===== config.mk =====
export PLATFORM = sky130hd
export DESIGN_NAME = pt_walker
export DESIGN_NICKNAME = d
export VERILOG_FILES = /design/src/rtl/pt_walker_pkg.sv /design/src/rtl/pt_entry_addr.sv /design/src/rtl/pt_walk_fsm.sv /design/src/rtl/pt_walker.sv
export SDC_FILE = /design/constraint.sdc
export NUM_CORES = 1
export LEC_CHECK = 0
export ABC_AREA = 0
export BUFFER_PORTS_ARGS = -buffer_cell sky130_fd_sc_hd__buf_4
export CAP_MARGIN = 10
export CORE_MARGIN = 2
export CORE_UTILIZATION = 45
export CTS_BUF_LIST = sky130_fd_sc_hd__clkbuf_4
export CTS_CLUSTER_DIAMETER = 40
export DETAILED_ROUTE_END_ITERATION = 6
export PLACE_DENSITY = 0.89
export SLEW_MARGIN = 20
export SYNTH_ARGS = -nofsm -noshare
export SYNTH_HDL_FRONTEND = slang
export SYNTH_SLANG_ARGS = --single-unit

===== constraint.sdc =====
create_clock -name clk -period 1.4 [get_ports clk]
set_input_delay 0.14 -clock clk [delete_from_list [all_inputs] [get_ports clk]]
set_output_delay 0.14 -clock clk [all_outputs]
set_load 0.02 [all_outputs]

===== src/rtl/pt_walker_pkg.sv =====
package pt_walker_pkg;

    typedef enum logic [2:0] {
        ST_IDLE,
        ST_DIR,
        ST_TBL,
        ST_DONE,
        ST_FAULT
    } walk_state_e;

endpackage


===== src/rtl/pt_entry_addr.sv =====
module pt_entry_addr #(
    parameter int AW      = 32,
    parameter int OFF_W   = 12,
    parameter int ENT_LOG = 2
) (
    input  logic [AW-1:0] base,
    input  logic [AW-1:0] idx,
    output logic [AW-1:0] addr
);
    logic [AW-1:0] aligned;

    always_comb begin
        aligned = {base[AW-1:OFF_W], {OFF_W{1'b0}}};
        addr    = aligned + (idx << ENT_LOG);
    end
endmodule


===== src/rtl/pt_walk_fsm.sv =====
module pt_walk_fsm
    import pt_walker_pkg::*;
#(
    parameter int AW          = 32,
    parameter int OFF_W       = 12,
    parameter int TIDX_W      = 10,
    parameter int PRESENT_BIT = 0
) (
    input  logic          clk,
    input  logic          rst_n,
    input  logic          req_valid,
    output logic          req_ready,
    input  logic [AW-1:0] req_laddr,
    input  logic [AW-1:0] dir_base,
    input  logic          paging_en,
    output logic          rd_valid,
    input  logic          rd_ready,
    input  logic          rsp_valid,
    input  logic [AW-1:0] rsp_data,
    output logic [AW-1:0] cur_base,
    output logic [AW-1:0] cur_idx,
    output logic          resp_valid,
    output logic [AW-1:0] resp_paddr,
    output logic          resp_fault
);
    localparam int DIR_LO = OFF_W + TIDX_W;

    typedef struct packed {
        walk_state_e   st;
        logic [AW-1:0] laddr;
        logic [AW-1:0] base;
        logic          issued;
        logic [AW-1:0] paddr;
    } regs_t;

    regs_t r_q, r_d;

    always_comb begin
        r_d        = r_q;
        req_ready  = (r_q.st == ST_IDLE);
        rd_valid   = 1'b0;
        cur_base   = r_q.base;
        cur_idx    = '0;
        resp_valid = 1'b0;
        resp_fault = 1'b0;
        resp_paddr = r_q.paddr;
        case (r_q.st)
            ST_IDLE: begin
                if (req_valid) begin
                    r_d.laddr  = req_laddr;
                    r_d.base   = dir_base;
                    r_d.issued = 1'b0;
                    if (paging_en) begin
                        r_d.st = ST_DIR;
                    end else begin
                        r_d.paddr = req_laddr;
                        r_d.st    = ST_DONE;
                    end
                end
            end
            ST_DIR: begin
                cur_idx  = AW'(r_q.laddr[AW-1:DIR_LO]);
                rd_valid = !r_q.issued;
                if (rd_valid && rd_ready) r_d.issued = 1'b1;
                if (r_q.issued && rsp_valid) begin
                    if (rsp_data[PRESENT_BIT]) begin
                        r_d.base   = rsp_data;
                        r_d.issued = 1'b0;
                        r_d.st     = ST_TBL;
                    end else begin
                        r_d.paddr = '0;
                        r_d.st    = ST_FAULT;
                    end
                end
            end
            ST_TBL: begin
                cur_idx  = AW'(r_q.laddr[DIR_LO-1:OFF_W]);
                rd_valid = !r_q.issued;
                if (rd_valid && rd_ready) r_d.issued = 1'b1;
                if (r_q.issued && rsp_valid) begin
                    if (rsp_data[PRESENT_BIT]) begin
                        r_d.paddr = {rsp_data[AW-1:OFF_W], r_q.laddr[OFF_W-1:0]};
                        r_d.st    = ST_DONE;
                    end else begin
                        r_d.paddr = '0;
                        r_d.st    = ST_FAULT;
                    end
                end
            end
            ST_DONE: begin
                resp_valid = 1'b1;
                r_d.st     = ST_IDLE;
            end
            ST_FAULT: begin
                resp_valid = 1'b1;
                resp_fault = 1'b1;
                r_d.st     = ST_IDLE;
            end
            default: r_d.st = ST_IDLE;
        endcase
    end

    always_ff @(posedge clk) begin
        if (!rst_n) begin
            r_q.st     <= ST_IDLE;
            r_q.laddr  <= '0;
            r_q.base   <= '0;
            r_q.issued <= 1'b0;
            r_q.paddr  <= '0;
        end else begin
            r_q <= r_d;
        end
    end

    a_r8_one_in_flight: assert property (@(posedge clk) disable iff (!rst_n)
        (req_valid && req_ready) |=> !req_ready);

    a_r10_resp_pulse: assert property (@(posedge clk) disable iff (!rst_n)
        resp_valid |=> !resp_valid);

    a_r6_dir_absent_faults: assert property (@(posedge clk) disable iff (!rst_n)
        (r_q.st == ST_DIR && r_q.issued && rsp_valid && !rsp_data[PRESENT_BIT])
        |=> (resp_valid && resp_fault && resp_paddr == '0));

    a_r7_tbl_absent_faults: assert property (@(posedge clk) disable iff (!rst_n)
        (r_q.st == ST_TBL && r_q.issued && rsp_valid && !rsp_data[PRESENT_BIT])
        |=> (resp_valid && resp_fault));
endmodule


===== src/rtl/pt_walker.sv =====
module pt_walker #(
    parameter int AW          = 32,
    parameter int OFF_W       = 12,
    parameter int TIDX_W      = 10,
    parameter int ENT_LOG     = 2,
    parameter int PRESENT_BIT = 0
) (
    input  logic          clk,
    input  logic          rst_n,
    input  logic          req_valid,
    output logic          req_ready,
    input  logic [AW-1:0] req_laddr,
    input  logic [AW-1:0] dir_base,
    input  logic          paging_en,
    output logic          mem_rd_valid,
    input  logic          mem_rd_ready,
    output logic [AW-1:0] mem_rd_addr,
    input  logic          mem_rsp_valid,
    input  logic [AW-1:0] mem_rsp_data,
    output logic          resp_valid,
    output logic [AW-1:0] resp_paddr,
    output logic          resp_fault
);
    logic [AW-1:0] cur_base;
    logic [AW-1:0] cur_idx;

    pt_walk_fsm #(
        .AW(AW), .OFF_W(OFF_W), .TIDX_W(TIDX_W), .PRESENT_BIT(PRESENT_BIT)
    ) u_fsm (
        .clk(clk), .rst_n(rst_n),
        .req_valid(req_valid), .req_ready(req_ready), .req_laddr(req_laddr),
        .dir_base(dir_base), .paging_en(paging_en),
        .rd_valid(mem_rd_valid), .rd_ready(mem_rd_ready),
        .rsp_valid(mem_rsp_valid), .rsp_data(mem_rsp_data),
        .cur_base(cur_base), .cur_idx(cur_idx),
        .resp_valid(resp_valid), .resp_paddr(resp_paddr), .resp_fault(resp_fault)
    );

    pt_entry_addr #(
        .AW(AW), .OFF_W(OFF_W), .ENT_LOG(ENT_LOG)
    ) u_addr (
        .base(cur_base), .idx(cur_idx), .addr(mem_rd_addr)
    );

    a_r9_hold_read: assert property (@(posedge clk) disable iff (!rst_n)
        (mem_rd_valid && !mem_rd_ready) |=> (mem_rd_valid && $stable(mem_rd_addr)));

    a_r2_bypass_no_read: assert property (@(posedge clk) disable iff (!rst_n)
        (req_valid && req_ready && !paging_en)
        |=> (resp_valid && !resp_fault && !mem_rd_valid && resp_paddr == $past(req_laddr)));

    a_r3_word_aligned_read: assert property (@(posedge clk) disable iff (!rst_n)
        mem_rd_valid |-> (mem_rd_addr[ENT_LOG-1:0] == '0));
endmodule


==> results of run 1 <==
==> stage by stage <==
stage	cells	total power, mW
2_1_floorplan	465	3.69
3_3_place_gp	675	4.09
3_5_place_dp	675	4.14
4_1_cts	760	6.17
5_1_grt	775	6.85
6_report	775	6.70
==> cells by family after synthesis <==
logic type / count (synthesis) / synth area share (%)
other cells: 1 / 0.0875
xor+xnor: 1 / 0.204
compound gates: 156 / 31.1
simple gates: 122 / 12.7
flops: 88 / 41.1
buf+inv: 96 / 14.7
==> worst min-delay path, delay by kind of cell <==
kind | cells | cell delay [ns]
AO/OA/AOI/OAI | 2 | 0.22
buffers and inverters | 1 | 0.08
==> per-layer routing <==
metal  share of wire [%]  wire (um)  GRT usage, %
met1                  32       6780          36.8
met2                  47       9870          53.3
met3                  12       2420          9.73
met4                 9.3       1950          16.8
met5                   0          0             0
==> flip-flops by register name, indices dropped and copies added, names as in the netlist <==
| signal | count |
|---|---|
| u_fsm.r_q | 36 |
| u_fsm.resp_paddr | 32 |
| u_fsm.cur_base | 20 |
==> worst max-delay path by stage <==
stage / to
after CTS: mem_rd_addr[10]
after detailed placement: u_fsm.resp_paddr[30]
after global routing: u_fsm.cur_base[30]
after floorplan: u_fsm.resp_paddr[10]
after global placement: u_fsm.resp_paddr[30]
final: mem_rd_addr[10]
==> final cells by class <==
type	instances	area, um^2
Fill cell	452	1820
Tap cell	129	161
Sequential cell	88	1770
Clock buffer	9	67.6
Clock inverter	6	68.8
Timing Repair Buffer	255	2570
Multi-Input combinational cell	288	2780
==> power breakdown <==
part	internal [mW]	total, mW	switching, mW
Clock	0.544	1.49	0.945
Sequential	2.66	2.79	0.133
Combinational	1.20	2.42	1.22
Total	4.40	6.70	2.30
==> synth_stat cells (10+ instances only) <==
cell       number
o2bb2ai_1      20
buf_4          55
nand2_1        67
a21boi_0       27
nor2_1         14
a22oi_1        10
o211a_1        20
clkbuf_1       20
a22o_1         64
nor3_1         22
dfxtp_1        88
buf_2          15
==> placed cells by master, fill, tap and decap left out, types with 14 or more instances in the layout <==
cell / instances
buf_4: 156
dfxtp_1: 85
a22o_1: 63
buf_6: 34
dlygate4sd3_1: 34
nand2_4: 29
nand2_2: 22
a21boi_2: 20
o211a_1: 20
nand2_1: 17
buf_12: 15
o2bb2ai_1: 14
==> what timing repair did <==
item	CTS	global route
pin swaps	57	90
cloned	17	9
endpoints found under the hold margin	33	1
setup endpoints to repair	97	100
gates resized for setup	149	127
hold buffers	33	1
buffers inserted	20	12
==> out/metrics.cfg, run 1 <==
[run_status]
status = finished, violations left
violations = design-rule violations, negative hold slack, negative setup slack

[layout]
design_area_um2 = 7420
area_delta_synth_final_pct = 73.1
fin_nets = 744
utilization_pct = 80.3
n_antenna_cell = 0
drive_gt1_share_pct = 58.5

[sta]
finalHoldViolCount = 1
finalCritPeriodShare_pct = 140
slew_violations = 0
hold_slack_ns = -0.0000163
fin_skew_ns = 0.0256
setup_viol = 100
finalWorstSetupSlack_ns = -0.561
rsz0062_at_grt = yes
min_period_ns = 1.96
tns_ns = -35.62
max_freq_ghz = 0.510

[setup_path]
path_class = register to output port
cp_cell_sequence = buf_6 -> nor2b_4 -> buf_6 -> a22oi_2 -> nor2_4 -> buf_6
reg2reg_depth = 7
path_buf_inv = 3
r2r_slack_ns = -0.55
r2r_end = u_fsm.cur_base[30]
crit_start = u_fsm.r_q[97]
cp_slowest_stage_delay_ns = 0.39
cp_max_fo = 5
cp_data_required_time_ns = 1.26
crit_arrival_ns = 1.82
r2r-start = u_fsm.r_q[97]
end_kind = output port
cp_slowest_cell = dfxtp_4
cp_top_family = buffers and inverters
cpMostUsedCell = buf_6
critical_path_cell_count = 6
critPathLaunchType = register

[clock_network]
path_clk_slew_ns = 0.15
cts.sinks = 88
clk_path_buf_depth = 2
root_buffer = clkbuf_4
clk_latency_ns = 0.46
cts_max_level = 3
cts_tree = built
numCtsBuffers = 9

[run]
drv_cap = 0

[floorplan]
num_rows = 35
initial_utilization_pct = 46.4
fp.dieW_um = 102
io_pins = 170
coreArea_um2 = 9240
die_area_um2 = 10300
die_h_um = 102

[global_routing]
grt_pass1_wl_um = 24800
grt_usage_pct = 32.0
grt_overflow_total = 0
antenna_found_initial = 0
grt_max_degree = 41
grt_pass1_vias = 4573

[worst_hold_path]
hold_end = u_fsm.cur_base[19]
min_path_cells = 3
hp-start = dir_base[19]
holdCritPathClass = primary input to register

[placed_design]
globalplace.congestion = 0.817
dpl_cell_area_um2 = 5260
pre_cts_slack_ns = -0.479
hpwl_um = 9050
placement.io_buffers = 144

[routing]
ant_nets = 0
vias_per_cell = 6.48
drt_iter0_drc = 430
vias = 5022
routed_wl_um = 21000
wl_per_cell_um = 27.1
first_pass_iters = 7
drc_errors = 2

[pwr]
ir_drop_mv = 0.932
power_per_cell_area_nw_per_um2 = 904
p_leak_nw = 3.35

[synthesis]
synth_area_per_cell_um2 = 9.23
synth-seq-area-share_pct = 41.1
netlist.area_leader.share_pct = 41.1
synth_area_um2 = 4280
synth_seq_cells = 88
synthTopCellsByArea = dfxtp_1 41%, a22o_1 13%, buf_4 9.6%
synth_edf_count = 0
synth_top_area_cell = dfxtp_1
synth_cells = 464
ys.flop_type = dfxtp_1
ys_async_sr_fraction_pct = 0
yosys_warnings = 0
synth_cell_types = 39

No activity file was read; power rests on OpenSTA's default activity.
==> inputs of run 2 (changes only) <==
--- a/config.mk
+++ b/config.mk
@@ -14,6 +14,7 @@
 export CTS_CLUSTER_DIAMETER = 40
 export DETAILED_ROUTE_END_ITERATION = 6
 export PLACE_DENSITY = 0.89
+export SETUP_SLACK_MARGIN = 0.05
 export SLEW_MARGIN = 20
 export SYNTH_ARGS = -nofsm -noshare
 export SYNTH_HDL_FRONTEND = slang
==> constraint.sdc (replaced) <==
create_clock -name clk -period 1.8 [get_ports clk]
set_input_delay 0.18 -clock clk [delete_from_list [all_inputs] [get_ports clk]]
set_output_delay 0.18 -clock clk [all_outputs]
set_load 0.02 [all_outputs]
==> out/metrics.cfg, run 2 (synthesis gave the netlist of run 1 again) <==
[run_status]
status = finished, final reports clean

[clock_network]
clk_path_buf_depth = 2  ; unchanged
cts_tree = built
path_clk_slew_ns = 0.15  ; about the same
numCtsBuffers = 9  ; unchanged
root_buffer = clkbuf_4
cts.sinks = 88  ; unchanged
clk_latency_ns = 0.44  ; -0.02 ns
cts_max_level = 3  ; unchanged

[pwr]
finalPower_mw = 4.27  ; -36%
p_leak_nw = 2.61  ; -22%
ir_drop_mv = 0.393  ; -58%
power_per_cell_area_nw_per_um2 = 738  ; -18%

[layout]
area_delta_synth_final_pct = 35.1
n_antenna_cell = 0  ; unchanged
design_area_um2 = 5790  ; -22%
fin_nets = 685  ; -7.9%
largest_register = u_fsm.r_q
mostFrequentLayoutCells = 159 x buf_4, 84 x dfxtp_1, 66 x nand2_1
largest_reg_flops = 36  ; unchanged
fin_cells = 717  ; -7.5%
final_common_cell = buf_4
drive_gt1_share_pct = 37.4  ; -21 points
utilization_pct = 62.6  ; -18 points

[setup_path]
r2r_slack_ns = 0.04  ; +0.59 ns
critPathLaunchType = register
r2r-start = u_fsm.r_q[98]
r2r_end = u_fsm.resp_paddr[19]
end_kind = output port
cp_data_required_time_ns = 1.62  ; +0.36 ns
reg2reg_depth = 7  ; unchanged
path_class = register to output port
crit_arrival_ns = 1.62  ; -0.20 ns
cp_max_fo = 5  ; unchanged

[global_routing]
grt_pass1_vias = 3715  ; -19%
antenna_found_initial = 0  ; unchanged
grt_usage_pct = 23.8  ; -8.2 points
grt_max_degree = 41  ; unchanged
grt_overflow_total = 0  ; unchanged
grt_pass1_wl_um = 19100  ; -23%

[worst_hold_path]
hold_end = u_fsm.r_q[74]
holdCritPathClass = primary input to register
hp-start = req_laddr[9]
min_path_cells = 3  ; unchanged

[routing]
wl_per_cell_um = 18.2  ; -33%
first_pass_iters = 5  ; -2
drc_errors = 0  ; -2
vias = 4030  ; -20%
dr_wl_met2_um = 6470  ; -34%
m1WireLength_um = 5290  ; -22%
drt_iter0_drc = 196  ; -54%
vias_per_cell = 5.62  ; -13%
highest_layer = met4
routed_wl_um = 13000  ; -38%
wl_met3_um = 916  ; -62%
ant_nets = 0  ; unchanged

[sta]
finalCritPeriodShare_pct = 99.9
fin_skew_ns = 0.0178  ; -0.00788 ns
rsz0062_at_grt = yes
max_freq_ghz = 0.556
setup_viol = 0  ; -100%
finalHoldViolCount = 0  ; -1
slew_violations = 0  ; unchanged
min_period_ns = 1.80

[floorplan]
io_pins = 170  ; unchanged
coreArea_um2 = 9240  ; unchanged
fp.dieW_um = 102  ; unchanged
initial_utilization_pct = 46.4  ; unchanged
num_rows = 35  ; unchanged
die_h_um = 102  ; unchanged
die_area_um2 = 10300  ; unchanged

[placed_design]
globalplace.congestion = 0.826  ; +1.1%
placement.io_buffers = 144  ; unchanged
dp_cells = 662  ; -1.9%
dpl_cell_area_um2 = 5100  ; -3.1%
hpwl_um = 8540  ; -5.6%

[run]
drv_cap = 0  ; unchanged

[run 2: worst max path at each step]
stage | start | endpoint | slack [ns] | depth (start not counted)
finish | u_fsm.r_q[97] | mem_rd_addr[5] | 0.003 | 6
global route | u_fsm.r_q[99] | u_fsm.r_q[88] | -0.07 | 6
CTS | u_fsm.r_q[97] | mem_rd_addr[2] | -0.009 | 6
detailed placement | u_fsm.r_q[98] | u_fsm.resp_paddr[30] | -0.10 | 6
global placement | u_fsm.r_q[98] | u_fsm.resp_paddr[30] | -0.06 | 4
floorplan | u_fsm.r_q[99] | u_fsm.cur_base[16] | 0.06 | 7
[run 2: repair_timing]
action | 4_1_cts | 5_1_grt
setup buffers | 4 | 1
cloned | 3 | 4
endpoints found under the setup margin | 63 | 93
hold buffers | 25 | 2
pin swaps | 5 | 11
gates resized for setup | 26 | 17
hold endpoints to repair | 25 | 2
[run 2: cell type report]
class	instances	area [um^2]
repair buffers	201	1700
flip-flops and latches	88	1770
well taps	129	161
fillers	742	3450
multi-input cells	283	2030
clock inverters	6	43.8
clock buffers	10	75.1
[run 2: where the power goes]
part           internal (mW)  total, mW  switching (mW)
Clock                  0.305       1.01           0.708
Sequential              2.07       2.15          0.0755
Combinational          0.536       1.11           0.577
[run 2: metal layers]
metal | up-vias | track usage [%]
met5 | - | 0
met4 | 0 | 7.69
met3 | 29 | 4.97
met2 | 198 | 40.6
met1 | 1933 | 30.1
li1 | 1870 | -
[run 2: critical path, cell delays in order, from the launching register on]
cell	delay [ns]
dfxtp_4	0.40
buf_6	0.11
nor2b_4	0.16
buf_6	0.14
a22oi_2	0.05
nor2_1	0.15
buf_4	0.17
[run 2: stage by stage]
| step | setup TNS [ns] | hold slack [ns] | setup WS, ns |
|---|---|---|---|
| floorplan | 0 | 0.259 | 0.0569 |
| global placement | -1.10 | 0.404 | -0.0632 |
| detailed placement | -2.46 | 0.414 | -0.104 |
| CTS | -0.00945 | 0.00173 | -0.00945 |
| global route | -0.546 | 0.0213 | -0.0729 |
| finish | 0 | 0.0157 | 0.00266 |
